`src/rtl/rtc_cal_pkg.sv`:
```
package rtc_cal_pkg;

    localparam logic [7:0] ADR_CTRL1 = 8'h00;
    localparam logic [7:0] ADR_CTRL2 = 8'h01;
    localparam logic [7:0] ADR_RAM   = 8'h03;
    localparam logic [7:0] ADR_SEC   = 8'h04;
    localparam logic [7:0] ADR_MIN   = 8'h05;
    localparam logic [7:0] ADR_HOUR  = 8'h06;
    localparam logic [7:0] ADR_DAY   = 8'h07;
    localparam logic [7:0] ADR_WDAY  = 8'h08;
    localparam logic [7:0] ADR_MON   = 8'h09;
    localparam logic [7:0] ADR_YEAR  = 8'h0A;

    typedef struct packed {
        logic       os;
        logic [6:0] sec;
        logic [6:0] min;
        logic [5:0] hour;
        logic [5:0] day;
        logic [2:0] wday;
        logic [4:0] mon;
        logic [7:0] year;
    } rtc_time_t;

    typedef struct packed {
        logic [7:0] ctrl1;
        logic [7:0] ctrl2;
        logic [7:0] ram;
    } rtc_ctrl_t;

    localparam rtc_time_t TIME_RST = '{
        os: 1'b1, sec: 7'h00, min: 7'h00, hour: 6'h00,
        day: 6'h01, wday: 3'd0, mon: 5'h01, year: 8'h00
    };

    // One BCD increment: result[8] is the carry, result[7:0] the new value.
    function automatic logic [8:0] bcd_step(input logic [7:0] v,
                                            input logic [7:0] lo,
                                            input logic [7:0] hi);
        logic [8:0] r;
        if (v >= hi)
            r = {1'b1, lo};
        else if (v[3:0] >= 4'd9)
            r = {1'b0, v[7:4] + 4'd1, 4'd0};
        else
            r = {1'b0, v[7:4], v[3:0] + 4'd1};
        return r;
    endfunction

    // A BCD year is divisible by four when an even tens digit meets 0/4/8
    // or an odd tens digit meets 2/6.
    function automatic logic bcd_leap(input logic [7:0] y);
        logic r;
        if (y[4])
            r = (y[3:0] == 4'd2) || (y[3:0] == 4'd6);
        else
            r = (y[3:0] == 4'd0) || (y[3:0] == 4'd4) || (y[3:0] == 4'd8);
        return r;
    endfunction

    function automatic logic [7:0] bcd_last_day(input logic [4:0] mon,
                                                input logic [7:0] year);
        logic [7:0] r;
        case (mon)
            5'h02:                      r = bcd_leap(year) ? 8'h29 : 8'h28;
            5'h04, 5'h06, 5'h09, 5'h11: r = 8'h30;
            default:                    r = 8'h31;
        endcase
        return r;
    endfunction

endpackage

```
`src/rtl/rtc_tick_gate.sv`:
```
module rtc_tick_gate (
    input  logic clk,
    input  logic rst_n,
    input  logic clear,
    input  logic tick,
    input  logic freeze,
    input  logic stop,
    output logic adv,
    output logic pend
);
    logic pend_d, pend_q;

    always_comb begin
        adv    = !stop && !freeze && (tick || pend_q);
        pend_d = pend_q;
        if (clear || stop)
            pend_d = 1'b0;
        else if (freeze)
            pend_d = pend_q || tick;
        else
            pend_d = pend_q && tick;   // a second strobe landing with the release stays queued
    end

    always_ff @(posedge clk or negedge rst_n) begin
        if (!rst_n)
            pend_q <= 1'b0;
        else
            pend_q <= pend_d;
    end

    assign pend = pend_q;
endmodule

```
`src/rtl/rtc_ctrl_regs.sv`:
```
module rtc_ctrl_regs
    import rtc_cal_pkg::*;
#(
    parameter logic [7:0] SWRST_CODE = 8'h58,
    parameter int         STOP_BIT   = 5
) (
    input  logic       clk,
    input  logic       rst_n,
    input  logic       wr_en,
    input  logic [7:0] addr,
    input  logic [7:0] wdata,
    output logic       swr,
    output logic       stop,
    output rtc_ctrl_t  ctrl
);
    rtc_ctrl_t c_d, c_q;

    always_comb begin
        c_d = c_q;
        swr = 1'b0;
        if (wr_en) begin
            case (addr)
                ADR_CTRL1: begin
                    if (wdata == SWRST_CODE)
                        swr = 1'b1;
                    else
                        c_d.ctrl1 = wdata;
                end
                ADR_CTRL2: c_d.ctrl2 = wdata;
                ADR_RAM:   c_d.ram   = wdata;
                default:   ;
            endcase
        end
        if (swr)
            c_d = '0;
    end

    always_ff @(posedge clk or negedge rst_n) begin
        if (!rst_n)
            c_q <= '0;
        else
            c_q <= c_d;
    end

    assign stop = c_q.ctrl1[STOP_BIT];
    assign ctrl = c_q;
endmodule

```
`src/rtl/rtc_time_chain.sv`:
```
module rtc_time_chain
    import rtc_cal_pkg::*;
#(
    parameter int WDAY_LAST = 6
) (
    input  logic       clk,
    input  logic       rst_n,
    input  logic       clear,
    input  logic       adv,
    input  logic       wr_en,
    input  logic [7:0] addr,
    input  logic [7:0] wdata,
    output rtc_time_t  time_o
);
    localparam logic [2:0] WDAY_LIM = 3'(WDAY_LAST);

    rtc_time_t  t_d, t_q;
    logic [8:0] sec_s, min_s, hour_s, day_s, mon_s, year_s;

    always_comb begin
        sec_s  = bcd_step({1'b0, t_q.sec},  8'h00, 8'h59);
        min_s  = bcd_step({1'b0, t_q.min},  8'h00, 8'h59);
        hour_s = bcd_step({2'b0, t_q.hour}, 8'h00, 8'h23);
        day_s  = bcd_step({2'b0, t_q.day},  8'h01, bcd_last_day(t_q.mon, t_q.year));
        mon_s  = bcd_step({3'b0, t_q.mon},  8'h01, 8'h12);
        year_s = bcd_step(t_q.year,         8'h00, 8'h99);

        t_d = t_q;
        if (adv) begin
            t_d.sec = sec_s[6:0];
            if (sec_s[8]) begin
                t_d.min = min_s[6:0];
                if (min_s[8]) begin
                    t_d.hour = hour_s[5:0];
                    if (hour_s[8]) begin
                        t_d.day  = day_s[5:0];
                        t_d.wday = (t_q.wday >= WDAY_LIM) ? 3'd0 : t_q.wday + 3'd1;
                        if (day_s[8]) begin
                            t_d.mon = mon_s[4:0];
                            if (mon_s[8])
                                t_d.year = year_s[7:0];
                        end
                    end
                end
            end
        end

        if (wr_en) begin
            case (addr)
                ADR_SEC: begin
                    t_d.sec = wdata[6:0];
                    if (!wdata[7])
                        t_d.os = 1'b0;
                end
                ADR_MIN:  t_d.min  = wdata[6:0];
                ADR_HOUR: t_d.hour = wdata[5:0];
                ADR_DAY:  t_d.day  = wdata[5:0];
                ADR_WDAY: t_d.wday = wdata[2:0];
                ADR_MON:  t_d.mon  = wdata[4:0];
                ADR_YEAR: t_d.year = wdata;
                default:  ;
            endcase
        end

        if (clear)
            t_d = TIME_RST;
    end

    always_ff @(posedge clk or negedge rst_n) begin
        if (!rst_n)
            t_q <= TIME_RST;
        else
            t_q <= t_d;
    end

    assign time_o = t_q;
endmodule

```
`src/rtl/rtc_calendar_core.sv`:
```
module rtc_calendar_core
    import rtc_cal_pkg::*;
#(
    parameter logic [7:0] SWRST_CODE = 8'h58,
    parameter int         STOP_BIT   = 5,
    parameter int         WDAY_LAST  = 6
) (
    input  logic       clk,
    input  logic       rst_n,
    input  logic       sec_tick,
    input  logic       acc_busy,
    input  logic       wr_en,
    input  logic [7:0] addr,
    input  logic [7:0] wdata,
    output logic [7:0] rdata,
    output logic       presc_hold
);
    logic      swr, stop, adv, pend;
    rtc_ctrl_t ctrl;
    rtc_time_t time_q;

    rtc_ctrl_regs #(
        .SWRST_CODE (SWRST_CODE),
        .STOP_BIT   (STOP_BIT)
    ) u_ctrl (
        .clk   (clk),
        .rst_n (rst_n),
        .wr_en (wr_en),
        .addr  (addr),
        .wdata (wdata),
        .swr   (swr),
        .stop  (stop),
        .ctrl  (ctrl)
    );

    rtc_tick_gate u_gate (
        .clk    (clk),
        .rst_n  (rst_n),
        .clear  (swr),
        .tick   (sec_tick),
        .freeze (acc_busy),
        .stop   (stop),
        .adv    (adv),
        .pend   (pend)
    );

    rtc_time_chain #(
        .WDAY_LAST (WDAY_LAST)
    ) u_chain (
        .clk    (clk),
        .rst_n  (rst_n),
        .clear  (swr),
        .adv    (adv),
        .wr_en  (wr_en),
        .addr   (addr),
        .wdata  (wdata),
        .time_o (time_q)
    );

    always_comb begin
        case (addr)
            ADR_CTRL1: rdata = ctrl.ctrl1;
            ADR_CTRL2: rdata = ctrl.ctrl2;
            ADR_RAM:   rdata = ctrl.ram;
            ADR_SEC:   rdata = {time_q.os, time_q.sec};
            ADR_MIN:   rdata = {1'b0, time_q.min};
            ADR_HOUR:  rdata = {2'b0, time_q.hour};
            ADR_DAY:   rdata = {2'b0, time_q.day};
            ADR_WDAY:  rdata = {5'b0, time_q.wday};
            ADR_MON:   rdata = {3'b0, time_q.mon};
            ADR_YEAR:  rdata = time_q.year;
            default:   rdata = 8'h00;
        endcase
    end

    assign presc_hold = stop;
endmodule

```
`config.mk`:
```
export PLATFORM = sky130hd
export DESIGN_NAME = rtc_calendar_core
export DESIGN_NICKNAME = d
export VERILOG_FILES = /design/src/rtl/rtc_cal_pkg.sv /design/src/rtl/rtc_tick_gate.sv /design/src/rtl/rtc_ctrl_regs.sv /design/src/rtl/rtc_time_chain.sv /design/src/rtl/rtc_calendar_core.sv
export SDC_FILE = /design/constraint.sdc
export NUM_CORES = 1
export LEC_CHECK = 0
export BUFFER_PORTS_ARGS = -buffer_cell sky130_fd_sc_hd__buf_2
export CAP_MARGIN = 5
export CORE_ASPECT_RATIO = 0.75
export CORE_MARGIN = 2
export CORE_UTILIZATION = 69
export CTS_BUF_LIST = sky130_fd_sc_hd__clkbuf_4 sky130_fd_sc_hd__clkbuf_8
export DETAILED_ROUTE_END_ITERATION = 10
export GPL_TIMING_DRIVEN = 0
export PLACE_DENSITY = 0.89
export SLEW_MARGIN = 5
export SYNTH_ARGS = -nofsm -noshare
export SYNTH_HDL_FRONTEND = slang
export SYNTH_HIERARCHICAL = 1
export SYNTH_SLANG_ARGS = --single-unit
```
`constraint.sdc`:
```
create_clock -name clk -period 7.07 [get_ports clk]
set_input_delay 0 -clock clk [delete_from_list [all_inputs] [get_ports clk]]
set_output_delay 0 -clock clk [all_outputs]
set_load 0.05 [all_outputs]
```
==> qor.log, run 1 <==
qor: outcome.outcome completed
qor: finish.final_core_util 0.806
qor: pwr.report.power.total 1.22 mW
qor: clock_network.clkTransAtPathRegs 80 ps
qor: yosys.synth_edf_count 0
qor: drt.drc 0
qor: pwr.switching_share 0.345
qor: setup_path.timing.setup.critical_path_class register to register
qor: clock_network.h-tree-depth 3
qor: clock_network.clk_latency 350 ps
qor: placement.place_hpwl 10300 µm
qor: pwr.power_density 218 nW/µm²
qor: timing.final.setup_skew 12.0 ps
qor: clock_network.tritoncts_clock_tree built
qor: grt.antenna_found_initial 0
qor: yosys.synth-xor-area-share 0.0193
qor: drt.number_of_drc_markers_in_iteration_0 675
qor: setup_path.critPathMaxFanout 10
qor: finish.synthToLayoutAreaGrowth 11.8%
qor: finish.layout.filler_cells 447
qor: clock_network.cts-root-buf clkbuf_8
qor: run.maxCapViolations 0
qor: floorplanning.core_area 6930 µm²
qor: floorplanning.floorplan.die.width 102 µm
qor: clock_network.post-cts-setup-buffers 0
qor: drt.wl_per_cell 21.4 µm
qor: grt.via_count_of_the_first_global_routing_pass 4577
qor: clock_network.cts_buffers 9
qor: setup_path.critPathArrivalTime 3880 ps
qor: drt.drt_wl_total 15100 µm
qor: grt.global_route_wire_length_before_repair 24000 µm
qor: yosys.synth_compound_area_frac 0.205
qor: timing.finalHoldViolations 0
qor: setup_path.slowest_delay 650 ps
qor: yosys.synth-seq-area-share 0.341
qor: pwr.power.combinational.fraction 0.238
qor: floorplanning.design.portCount 30
qor: yosys.share_of_async_settable_or_async_resettable_flops_after_synthesis 1.00
qor: setup_path.timing.rr.start u_chain/time_o[8]
qor: setup_path.rrSetupSlack 3380 ps
qor: yosys.ys_warn_count 6
qor: yosys.main_combinational_cell_family_by_area_after_synthesis simple AND/OR/NAND/NOR gates
qor: setup_path.r2r_cells 13
qor: setup_path.cp_top_family compound AO/OA/AOI/OAI gates
qor: hold_path.holdCritPathClass input pin to register
qor: setup_path.timing_endpoint_of_the_critical_path u_chain/time_o[11]
qor: placement.gp_congestion 0.999
qor: floorplanning.row_count 26
qor: placement.post-place-ws 3490 ps
qor: grt.grtUsageTotal 0.399
qor: finish.final-seq-area 1710 µm²
qor: drt.route.antenna.remaining_nets 0
qor: drt.wirelength_met1 5720 µm
qor: yosys.postSynthAreaPerCell 8.99 µm²
qor: setup_path.worst_setup_path_start_kind register
qor: yosys.synthFlopType dfrtp_1
qor: drt.routed-via-count 4945
qor: yosys.post_synth_and_or_nand_nor_area_fraction 0.218
qor: clock_network.cts_hold_buffers 7
qor: floorplanning.die_height 77.7 µm
qor: grt.globalRoute.totalOverflow 0
qor: timing.final_clock_period_utilization_by_the_worst_path 0.522
qor: drt.route.met2.wl 6910 µm
qor: setup_path.critical_path_cell_count 13
qor: pwr.net-switching-power 0.421 mW
qor: timing.max_freq 271 MHz
qor: yosys.synthDistinctLibCells 73
qor: drt.top_signal_layer_used met4
qor: timing.transition_time_at_the_pin_with_the_least_slew_margin 1080 ps
qor: floorplanning.die_area 7950 µm²
qor: placement.place.port_buffers 29
qor: yosys.mappedNetlistNets 610
qor: drt.firstDrtPassIters 7
qor: timing.postLayoutSetupSlackWorst 3380 ps
qor: clock_network.tritoncts_num_sinks 68
qor: setup_path.worstReg2RegEnd u_chain/time_o[11]
qor: timing.max_slew_margin 0.277
qor: setup_path.cpMaxStageDelayCell or4b_2
qor: setup_path.worstPathRequired 7260 ps
qor: grt.pin_count_of_the_biggest_net_entering_global_routing 69
qor: pwr.pwr-share-clk 0.327
qor: clock_network.ctsLongestPathBuffers 2
qor: timing.slew_viol_final 0
qor: yosys.synth-seq-cells 68
qor: pwr.intPower 0.800 mW
qor: setup_path.crit_path_end_kind register
qor: yosys.post_synth_inst_count 556
qor: floorplanning.initial_core_utilization 0.722
qor: finish.multi_input_comb_area 3050 µm²
qor: pwr.static-leakage-power 2.48 nW
qor: yosys.syn-cell-area 5000 µm²
qor: setup_path.worst_setup_path_startpoint u_chain/time_o[8]
qor: drt.met3_routed_wl 2000 µm
qor: pwr.seq_power_share 0.434
qor: finish.layout-drive-gt1-share 0.163
qor: finish.nNetsFinal 657
qor: timing.fin_crit 3690 ps
qor: finish.antenna_cells_inserted 0
qor: timing.finalSetupViolCount 0
qor: drt.via_per_inst 7.00
qor: setup_path.crit_path_cell_trace inv_1 -> ha_1 -> o21ai_0 -> a21oi_1 -> a31oi_1 -> ha_1 -> or4b_2 -> a22oi_1 -> nor4_4 -> buf_2 -> a41oi_1 -> a211o_1 -> a21oi_1
qor: timing.timing.setup.tns 0 ps
qor: pwr.ir_drop 0.155 mV
qor: yosys.muxShareOfSynthArea 0.0856
qor: timing.rsz0062_at_grt false
qor: clock_network.cts_repair_resize_count 0
qor: yosys.synth-adder-area-share 0.0826
qor: setup_path.cp_num_buf_inv 2
[sequential cells by signal (all words and copies together) (netlist names)]
register / cells
u_chain/time_o: 43
u_ctrl/ctrl: 24
u_gate/pend: 1
[cells by family after synthesis]
logic type | after synthesis
adders and majority gates | 33
and+or+nand+nor | 210
xor gates and xnor gates | 11
buffers and inverters | 59
muxes | 36
DFF | 68
AOI/OAI and AO/OA | 139
[power by group through the flow]
stage,clock (mW),sequential [mW],combinational (mW)
after global placement,0,0.529,0.254
after floorplan,0,0.503,0.199
after detailed placement,0,0.533,0.271
after global routing,0.421,0.537,0.322
final,0.400,0.530,0.291
after CTS,0.404,0.526,0.279
[layout make-up]
type / instances / share of cell area
Tap cell: 98 / 0.0219
Clock inverter: 7 / 0.0222
Timing Repair Buffer: 36 / 0.0390
Buffer: 27 / 0.0217
Sequential cell: 68 / 0.305
Inverter: 32 / 0.0215
Clock buffer: 9 / 0.0222
Multi-Input combinational cell: 429 / 0.546
[routing by layer]
| metal | track usage | vias up |
|---|---|---|
| li1 | - | 2156 |
| met1 | 0.534 | 2358 |
| met2 | 0.620 | 374 |
| met3 | 0.106 | 57 |
| met4 | 0.156 | 0 |
| met5 | 0 | - |
[cells in the mapped netlist (all sizes together) (5+ instances only)]
master   instances  area share
mux2i            9       0.018
a221oi           7       0.012
ha              33       0.083
clkbuf          16       0.012
o21ai           22       0.022
dfrtp           65        0.33
buf             11       0.012
nand3           16       0.017
a22oi            9       0.014
nand2           49       0.037
nor3            23       0.025
nand3b           9       0.014
a21boi           5      0.0075
nor2b            8       0.010
mux2            24       0.054
inv             32       0.024
a211oi          11       0.018
a21oi           27       0.029
a311oi           9       0.016
or2              5      0.0063
nor2            58       0.044
xor2             7       0.012
or3              5      0.0063
o41ai            5      0.0088
o2bb2ai          5      0.0088
o32ai            5      0.0088
nand2b           6      0.0075
[worst register-to-register path, cell delays in order (launching register included)]
cell and delay [ps]:
dfstp_2 610, inv_1 100, ha_1 250, o21ai_0 220, a21oi_1 90, a31oi_1 210, ha_1 260, or4b_2 650
a22oi_1 380, nor4_4 90, buf_2 220, a41oi_1 240, a211o_1 130, a21oi_1 80
[cell usage in the layout, fill, tap and decap left out, types with 8 or more instances in the layout]
cell type | synthesis | final
inv_1 | 32 | 32
ha_1 | 33 | 33
dfrtp_1 | 65 | 65
clkbuf_1 | 16 | 16
buf_2 | 7 | 35
a22oi_1 | 9 | 9
nor3_1 | 22 | 22
nor2b_1 | 8 | 8
clkbuf_8 | 0 | 9
nand3b_1 | 9 | 9
o21ai_0 | 21 | 21
nand3_1 | 15 | 15
a311oi_1 | 9 | 9
a211oi_1 | 10 | 10
nand2_1 | 49 | 49
mux2_2 | 24 | 24
a21oi_1 | 26 | 26
nor2_1 | 58 | 58
mux2i_1 | 9 | 9
[through the flow]
step                hold slack, ps  std cells  cell area [µm²]
detailed placement             164        683             5270
global placement               286        683             5270
global route                  48.1        706             5590
CTS                           17.3        706             5590
finish                        42.1        706             5590
floorplan                     -296        556             5000
[how the worst min path moves through the flow]
| stage | start | endpoint | slack (ps) | depth (start not counted) |
|---|---|---|---|---|
| final | wdata[2] | u_ctrl/ctrl[18] | 40 | 3 |
| after global routing | wdata[2] | u_ctrl/ctrl[18] | 50 | 3 |
| after CTS | wdata[2] | u_ctrl/ctrl[18] | 20 | 3 |
| after detailed placement | rst_n | u_chain/time_o[17] | 160 | 1 |
| after global placement | acc_busy | u_gate/pend | 290 | 3 |
| after floorplan | rst_n | u_chain/time_o[0] | -300 | 0 |
Power figures use the tool's default switching activity.
==> run 2, diff against run 1 <==
ABC_AREA = 1   (was default)
CORE_UTILIZATION = 64   (was 69)
PLACE_DENSITY = 0.83   (was 0.89)
clock period = 3.4 ns   (was 7.07 ns; I/O delays follow)
==> qor.log, run 2 <==
qor: timing.max_freq 326 MHz
qor: yosys.share_of_async_settable_or_async_resettable_flops_after_synthesis 1.00
qor: finish.final_cell_mix nand2_1 (197), inv_1 (106), nand3_1 (96)
qor: drt.via_per_inst 6.14
qor: finish.layout.filler_cells 699
qor: yosys.mappedNetlistNets 868
qor: timing.final_clock_period_utilization_by_the_worst_path 0.903
qor: drt.routed-via-count 5992
qor: pwr.power_density 418 nW/µm²
qor: clock_network.h-tree-depth 3
qor: setup_path.worst_setup_path_start_kind register
qor: setup_path.critPathMaxFanout 10
qor: finish.antenna_cells_inserted 0
qor: grt.grtUsageTotal 0.386
qor: drt.drc 0
qor: timing.transition_time_at_the_pin_with_the_least_slew_margin 782 ps
qor: drt.route.antenna.remaining_nets 0
qor: clock_network.cts_repair_resize_count 0
qor: placement.place.port_buffers 29
qor: finish.nNetsFinal 917
qor: clock_network.cts_hold_buffers 8
qor: finish.synthToLayoutAreaGrowth 10.3%
qor: grt.global_route_wire_length_before_repair 28600 µm
qor: clock_network.ctsLongestPathBuffers 2
qor: floorplanning.die_area 9480 µm²
qor: clock_network.tritoncts_clock_tree built
qor: yosys.top_cell_type_by_total_area_after_synthesis dfrtp_1
qor: grt.antenna_found_initial 0
qor: yosys.commonest_cells_in_the_netlist nand2_1 (197), inv_1 (106), nand3_1 (96)
qor: timing.fin_crit 3070 ps
qor: hold_path.holdCritPathClass input pin to register
qor: timing.finalSetupViolCount 0
qor: yosys.synth_largest_type_area_fraction 0.292
qor: timing.holdWs 35.5 ps
qor: floorplanning.core_area 8450 µm²
qor: floorplanning.design.portCount 30
qor: timing.rsz0062_at_grt false
qor: finish.layout-drive-gt1-share 0.154
qor: yosys.synth-seq-cells 68
qor: timing.max_slew_margin 0.475
qor: yosys.synth_edf_count 0
qor: timing.final.setup_skew 6.95 ps
qor: pwr.static-leakage-power 3.29 nW
qor: drt.number_of_drc_markers_in_iteration_0 775
qor: outcome.outcome completed
qor: clock_network.clk_latency 360 ps
qor: clock_network.cts-root-buf clkbuf_8
qor: floorplanning.initial_core_utilization 0.659
qor: floorplanning.die_height 84.8 µm
qor: floorplanning.floorplan.die.width 112 µm
qor: setup_path.worst_setup_path_startpoint u_chain/time_o[9]
qor: yosys.synth.top_cells.by_area dfrtp_1 (29%), nand2_1 (13%), nand3_1 (8.6%)
qor: yosys.postSynthAreaPerCell 6.85 µm²
qor: floorplanning.row_count 29
qor: setup_path.crit_path_end_kind register
qor: yosys.ys_warn_count 6
qor: setup_path.critPathArrivalTime 3350 ps
qor: grt.via_count_of_the_first_global_routing_pass 5784
qor: clock_network.post-cts-setup-buffers 0
qor: timing.finalHoldViolations 0
qor: finish.largest_register_ff_count 43
qor: drt.wl_per_cell 18.3 µm
qor: hold_path.holdCritStartpoint wdata[0]
qor: clock_network.clkTransAtPathRegs 70 ps
qor: run.maxCapViolations 0
qor: yosys.synth-seq-area-share 0.306
qor: clock_network.tritoncts_num_sinks 68
qor: drt.firstDrtPassIters 5
qor: setup_path.timing.setup.critical_path_class register to register
qor: grt.pin_count_of_the_biggest_net_entering_global_routing 46
qor: placement.gp_congestion 1.00
qor: yosys.post_synth_inst_count 814
qor: yosys.post-synth-top-count-cell nand2_1
qor: finish.layout_commonest_cell nand2_1
qor: yosys.synthFlopType dfrtp_1
qor: setup_path.worstPathRequired 3690 ps
qor: drt.drt_wl_total 17800 µm
qor: clock_network.cts_buffers 9
qor: yosys.synthDistinctLibCells 44
qor: placement.place_hpwl 13100 µm
qor: pwr.ir_drop 0.414 mV
qor: setup_path.timing.rr.start u_chain/time_o[9]
qor: yosys.syn-cell-area 5580 µm²
qor: timing.slew_viol_final 0
qor: timing.timing.setup.tns 0 ps
qor: grt.globalRoute.totalOverflow 0
-- run 2: report_power, final --
| group | internal, mW | leakage (nW) | total (mW) | switching (mW) |
|---|---|---|---|---|
| combinational | 0.277 | 2.35 | 0.772 | 0.495 |
| clock | 0.339 | 0.103 | 0.654 | 0.315 |
| sequential | 0.941 | 0.836 | 1.14 | 0.201 |
-- run 2: metal layers --
layer | global-route usage | vias up | part of all wire
met1 | 0.508 | 2779 | 0.40
met5 | 0 | - | 0
met2 | 0.601 | 403 | 0.44
met3 | 0.117 | 67 | 0.13
met4 | 0.157 | 0 | 0.031
li1 | - | 2743 | -
-- run 2: path summary, 6_finish.rpt --
check                                      to  slack [ps]  cells after the start
min                            u_ctrl/ctrl[0]          40                      3
max reg2reg                 u_chain/time_o[6]         330                     15
max in group asynchronous  u_chain/time_o[42]        2710                      3
min reg2reg                   u_ctrl/ctrl[15]         490                      2
max                         u_chain/time_o[6]         330                     15
min in group asynchronous   u_chain/time_o[1]         100                      2
-- run 2: per-stage QoR --
stage / area [µm²] / utilization / std cells / setup WS [ps] / power [mW]
6_report: 6150 / 0.727 / 976 / 331 / 2.57
5_1_grt: 6150 / 0.727 / 976 / 27.3 / 2.72
4_1_cts: 6150 / 0.727 / 976 / 378 / 2.55
3_5_place_dp: 5880 / 0.695 / 952 / 404 / 1.88
3_3_place_gp: 5860 / 0.693 / 951 / 566 / 1.81
2_1_floorplan: 5580 / - / 814 / 1010 / 1.62
-- run 2: worst max-delay path, stage by stage (launching register included) --
cell and delay (ps):
dfrtp_1 500, ha_1 260, inv_1 50, nor3_1 340, o21ai_0 180, and3_1 220
ha_1 280, nand2_1 80, nor2_1 120, nand2_1 90, nand3_1 130, buf_2 260
nand2_4 130, o21ai_2 130, nand2_1 80, a21oi_1 130
-- run 2: logic make-up (layout without fill, tap and decap cells) --
kind of cell,after synthesis,count (layout),synth area share
AND/OR/NAND/NOR,437,437,0.368
flip-flops,68,68,0.306
AO/OA/AOI/OAI,135,135,0.141
adder cells (fa/ha/maj),33,33,0.0741
buffers and inverters,135,189,0.101
XOR/XNOR,6,6,0.00943
-- run 2: area by class of cell --
cell class,instances,area [µm²],share of cell area
Multi-Input combinational cell,611,3310,0.538
Sequential cell,68,1710,0.277
Inverter,119,449,0.0731
Timing Repair Buffer,38,248,0.0403
Clock buffer,14,180,0.0293
Tap cell,108,135,0.0220
Buffer,16,115,0.0187
Clock inverter,2,10.0,0.00163
==> run 3, diff against run 2 <==
CORE_UTILIZATION = 58   (was 64)
PLACE_DENSITY = 0.79   (was 0.83)
clock period = 2.6 ns   (was 3.4 ns; I/O delays follow)
==> qor.log, run 3 (synthesis gave the netlist of run 2 again) <==
qor: timing.final_clock_period_utilization_by_the_worst_path 0.978
qor: setup_path.worstPathRequired 2860 ps
qor: setup_path.cp_num_buf_inv 3
qor: pwr.power_density 539 nW/µm²
qor: hold_path.holdCritPathClass input pin to register
qor: grt.via_count_of_the_first_global_routing_pass 5258
qor: timing.rsz0062_at_grt true
qor: placement.post-place-cells 972
qor: grt.grtUsageTotal 0.346
qor: floorplanning.design.portCount 30
qor: setup_path.slowest_delay 590 ps
qor: grt.antenna_found_initial 0
qor: hold_path.holdPathEnd u_ctrl/ctrl[5]
qor: finish.largest_register_ff_count 43
qor: drt.via_per_inst 5.84
qor: grt.global_route_wire_length_before_repair 27200 µm
qor: drt.drt_wl_total 17600 µm
qor: setup_path.worstReg2RegEnd u_chain/time_o[1]
qor: floorplanning.die_area 10400 µm²
qor: floorplanning.core_area 9200 µm²
qor: finish.layout-drive-gt1-share 0.191
qor: pwr.power.combinational.fraction 0.297
qor: floorplanning.initial_core_utilization 0.606
qor: pwr.intPower 2.12 mW
qor: setup_path.timing.setup.critical_path_class register to register
qor: timing.holdWs 28.1 ps
qor: timing.finalSetupViolCount 0
qor: setup_path.crit_path_cell_trace ha_4 -> inv_2 -> a211oi_2 -> o21ai_1 -> and3_4 -> ha_4 -> nand2_1 -> nor2_1 -> nand2_1 -> nand3_2 -> nand2_2 -> nor2_4 -> inv_2 -> nand2_1 -> nand3_1 -> nand2_1 -> inv_1
qor: hold_path.holdCritStartpoint wdata[5]
qor: timing.slew_viol_final 0
qor: setup_path.critical-path-top-cell-by-count nand2_1
qor: timing.max_slew_margin 0.593
qor: placement.place_hpwl 12900 µm
qor: setup_path.rrSetupSlack 60 ps
qor: setup_path.worst_setup_path_start_kind register
qor: drt.route.antenna.remaining_nets 0
qor: timing.timing.setup.tns 0 ps
qor: floorplanning.row_count 30
qor: timing.transition_time_at_the_pin_with_the_least_slew_margin 606 ps
qor: finish.nNetsFinal 928
qor: clock_network.h-tree-depth 3
qor: placement.place.port_buffers 29
qor: finish.synthToLayoutAreaGrowth 14.4%
qor: clock_network.tritoncts_clock_tree built
qor: placement.gp_congestion 1.07
qor: setup_path.cp_top_family simple AND/OR/NAND/NOR gates
qor: pwr.report.power.total 3.44 mW
qor: drt.wl_per_cell 17.5 µm
qor: timing.final.setup_skew 9.11 ps
qor: pwr.static-leakage-power 3.34 nW
qor: clock_network.clk_latency 360 ps
qor: grt.pin_count_of_the_biggest_net_entering_global_routing 50
qor: clock_network.ctsLongestPathBuffers 2
qor: setup_path.critPathMaxFanout 7
qor: drt.number_of_drc_markers_in_iteration_0 679
qor: clock_network.tritoncts_num_sinks 68
qor: outcome.outcome completed
qor: pwr.net-switching-power 1.32 mW
qor: finish.layout_commonest_cell nand2_1
qor: clock_network.clkTransAtPathRegs 70 ps
qor: pwr.switching_share 0.384
qor: finish.stdcell_count 1007
qor: drt.firstDrtPassIters 6
qor: setup_path.crit_path_end_kind register
qor: pwr.seq_power_share 0.435
qor: finish.final_cell_mix nand2_1 (195), inv_1 (98), nand3_1 (95)
qor: pwr.ir_drop 0.421 mV
qor: drt.drc 0
qor: clock_network.cts-root-buf clkbuf_8
qor: setup_path.r2r_cells 17
qor: clock_network.cts_buffers 9
qor: setup_path.timing.rr.start u_chain/time_o[8]
qor: finish.antenna_cells_inserted 0
qor: run.maxCapViolations 0
qor: setup_path.critPathArrivalTime 2800 ps
qor: drt.routed-via-count 5883
qor: timing.fin_crit 2540 ps
qor: grt.globalRoute.totalOverflow 0
qor: timing.finalHoldViolations 0
qor: floorplanning.die_height 88.9 µm
qor: floorplanning.floorplan.die.width 117 µm
qor: setup_path.cpMaxStageDelayCell dfstp_2
qor: finish.final_core_util 0.693
qor: pwr.pwr-share-clk 0.268
qor: timing.max_freq 393 MHz
qor: hold_path.hold_path_depth 3
## run 3: timing repair
| action | in CTS | in global routing |
|---|---|---|
| buffers inserted | 0 | 11 |
| pin swaps | 2 | 14 |
| gates resized for setup | 8 | 30 |
| endpoints found under the hold margin | 76 | 0 |
| hold buffers | 8 | 0 |
| setup endpoints to repair | 19 | 17 |
## run 3: final cells by class
| cell class | count | area, µm² |
|---|---|---|
| inverter | 119 | 454 |
| clock buffer | 12 | 159 |
| multi-input combinational | 611 | 3390 |
| sequential | 68 | 1710 |
| buffer | 16 | 121 |
| fill | 771 | 2820 |
| timing repair buffer | 49 | 338 |
| tap | 128 | 160 |
| clock inverter | 4 | 47.5 |
## run 3: routing by layer
| metal | global-route usage | routed length (µm) | vias to the layer above |
|---|---|---|---|
| li1 | - | - | 2765 |
| met4 | 0.116 | 551 | 0 |
| met5 | 0 | 0 | - |
| met3 | 0.0658 | 1700 | 48 |
| met1 | 0.500 | 7720 | 2751 |
| met2 | 0.524 | 7640 | 319 |
## run 3: worst max-delay path by stage
stage | slack [ps] | start | endpoint | cells after the start
finish | 60 | u_chain/time_o[8] | u_chain/time_o[1] | 17
global route | -120 | u_chain/time_o[8] | u_chain/time_o[0] | 17
detailed placement | -280 | u_chain/time_o[8] | u_chain/time_o[6] | 16
CTS | 2 | u_chain/time_o[8] | u_chain/time_o[1] | 18
global placement | -210 | u_chain/time_o[8] | u_chain/time_o[6] | 16
floorplan | 210 | u_chain/time_o[8] | u_chain/time_o[4] | 15
## run 3: through the flow
| stage | cell area [µm²] | setup WS (ps) |
|---|---|---|
| after floorplan | 5580 | 211 |
| after global placement | 5880 | -210 |
| after detailed placement | 5910 | -284 |
| after CTS | 6220 | 2.47 |
| after global routing | 6380 | -118 |
| final | 6380 | 57.1 |
## run 3: worst min-delay path, stage by stage
cell and delay (ps):
buf_2 200, nand2_1 100, nand2_1 50
## run 3: power groups by stage
stage,Sequential (mW),Combinational (mW),Clock [mW]
after floorplan,1.41,0.707,0
after global placement,1.50,0.891,0
after detailed placement,1.50,0.937,0
after CTS,1.49,0.953,0.933
after global routing,1.52,1.16,0.978
final,1.50,1.02,0.920
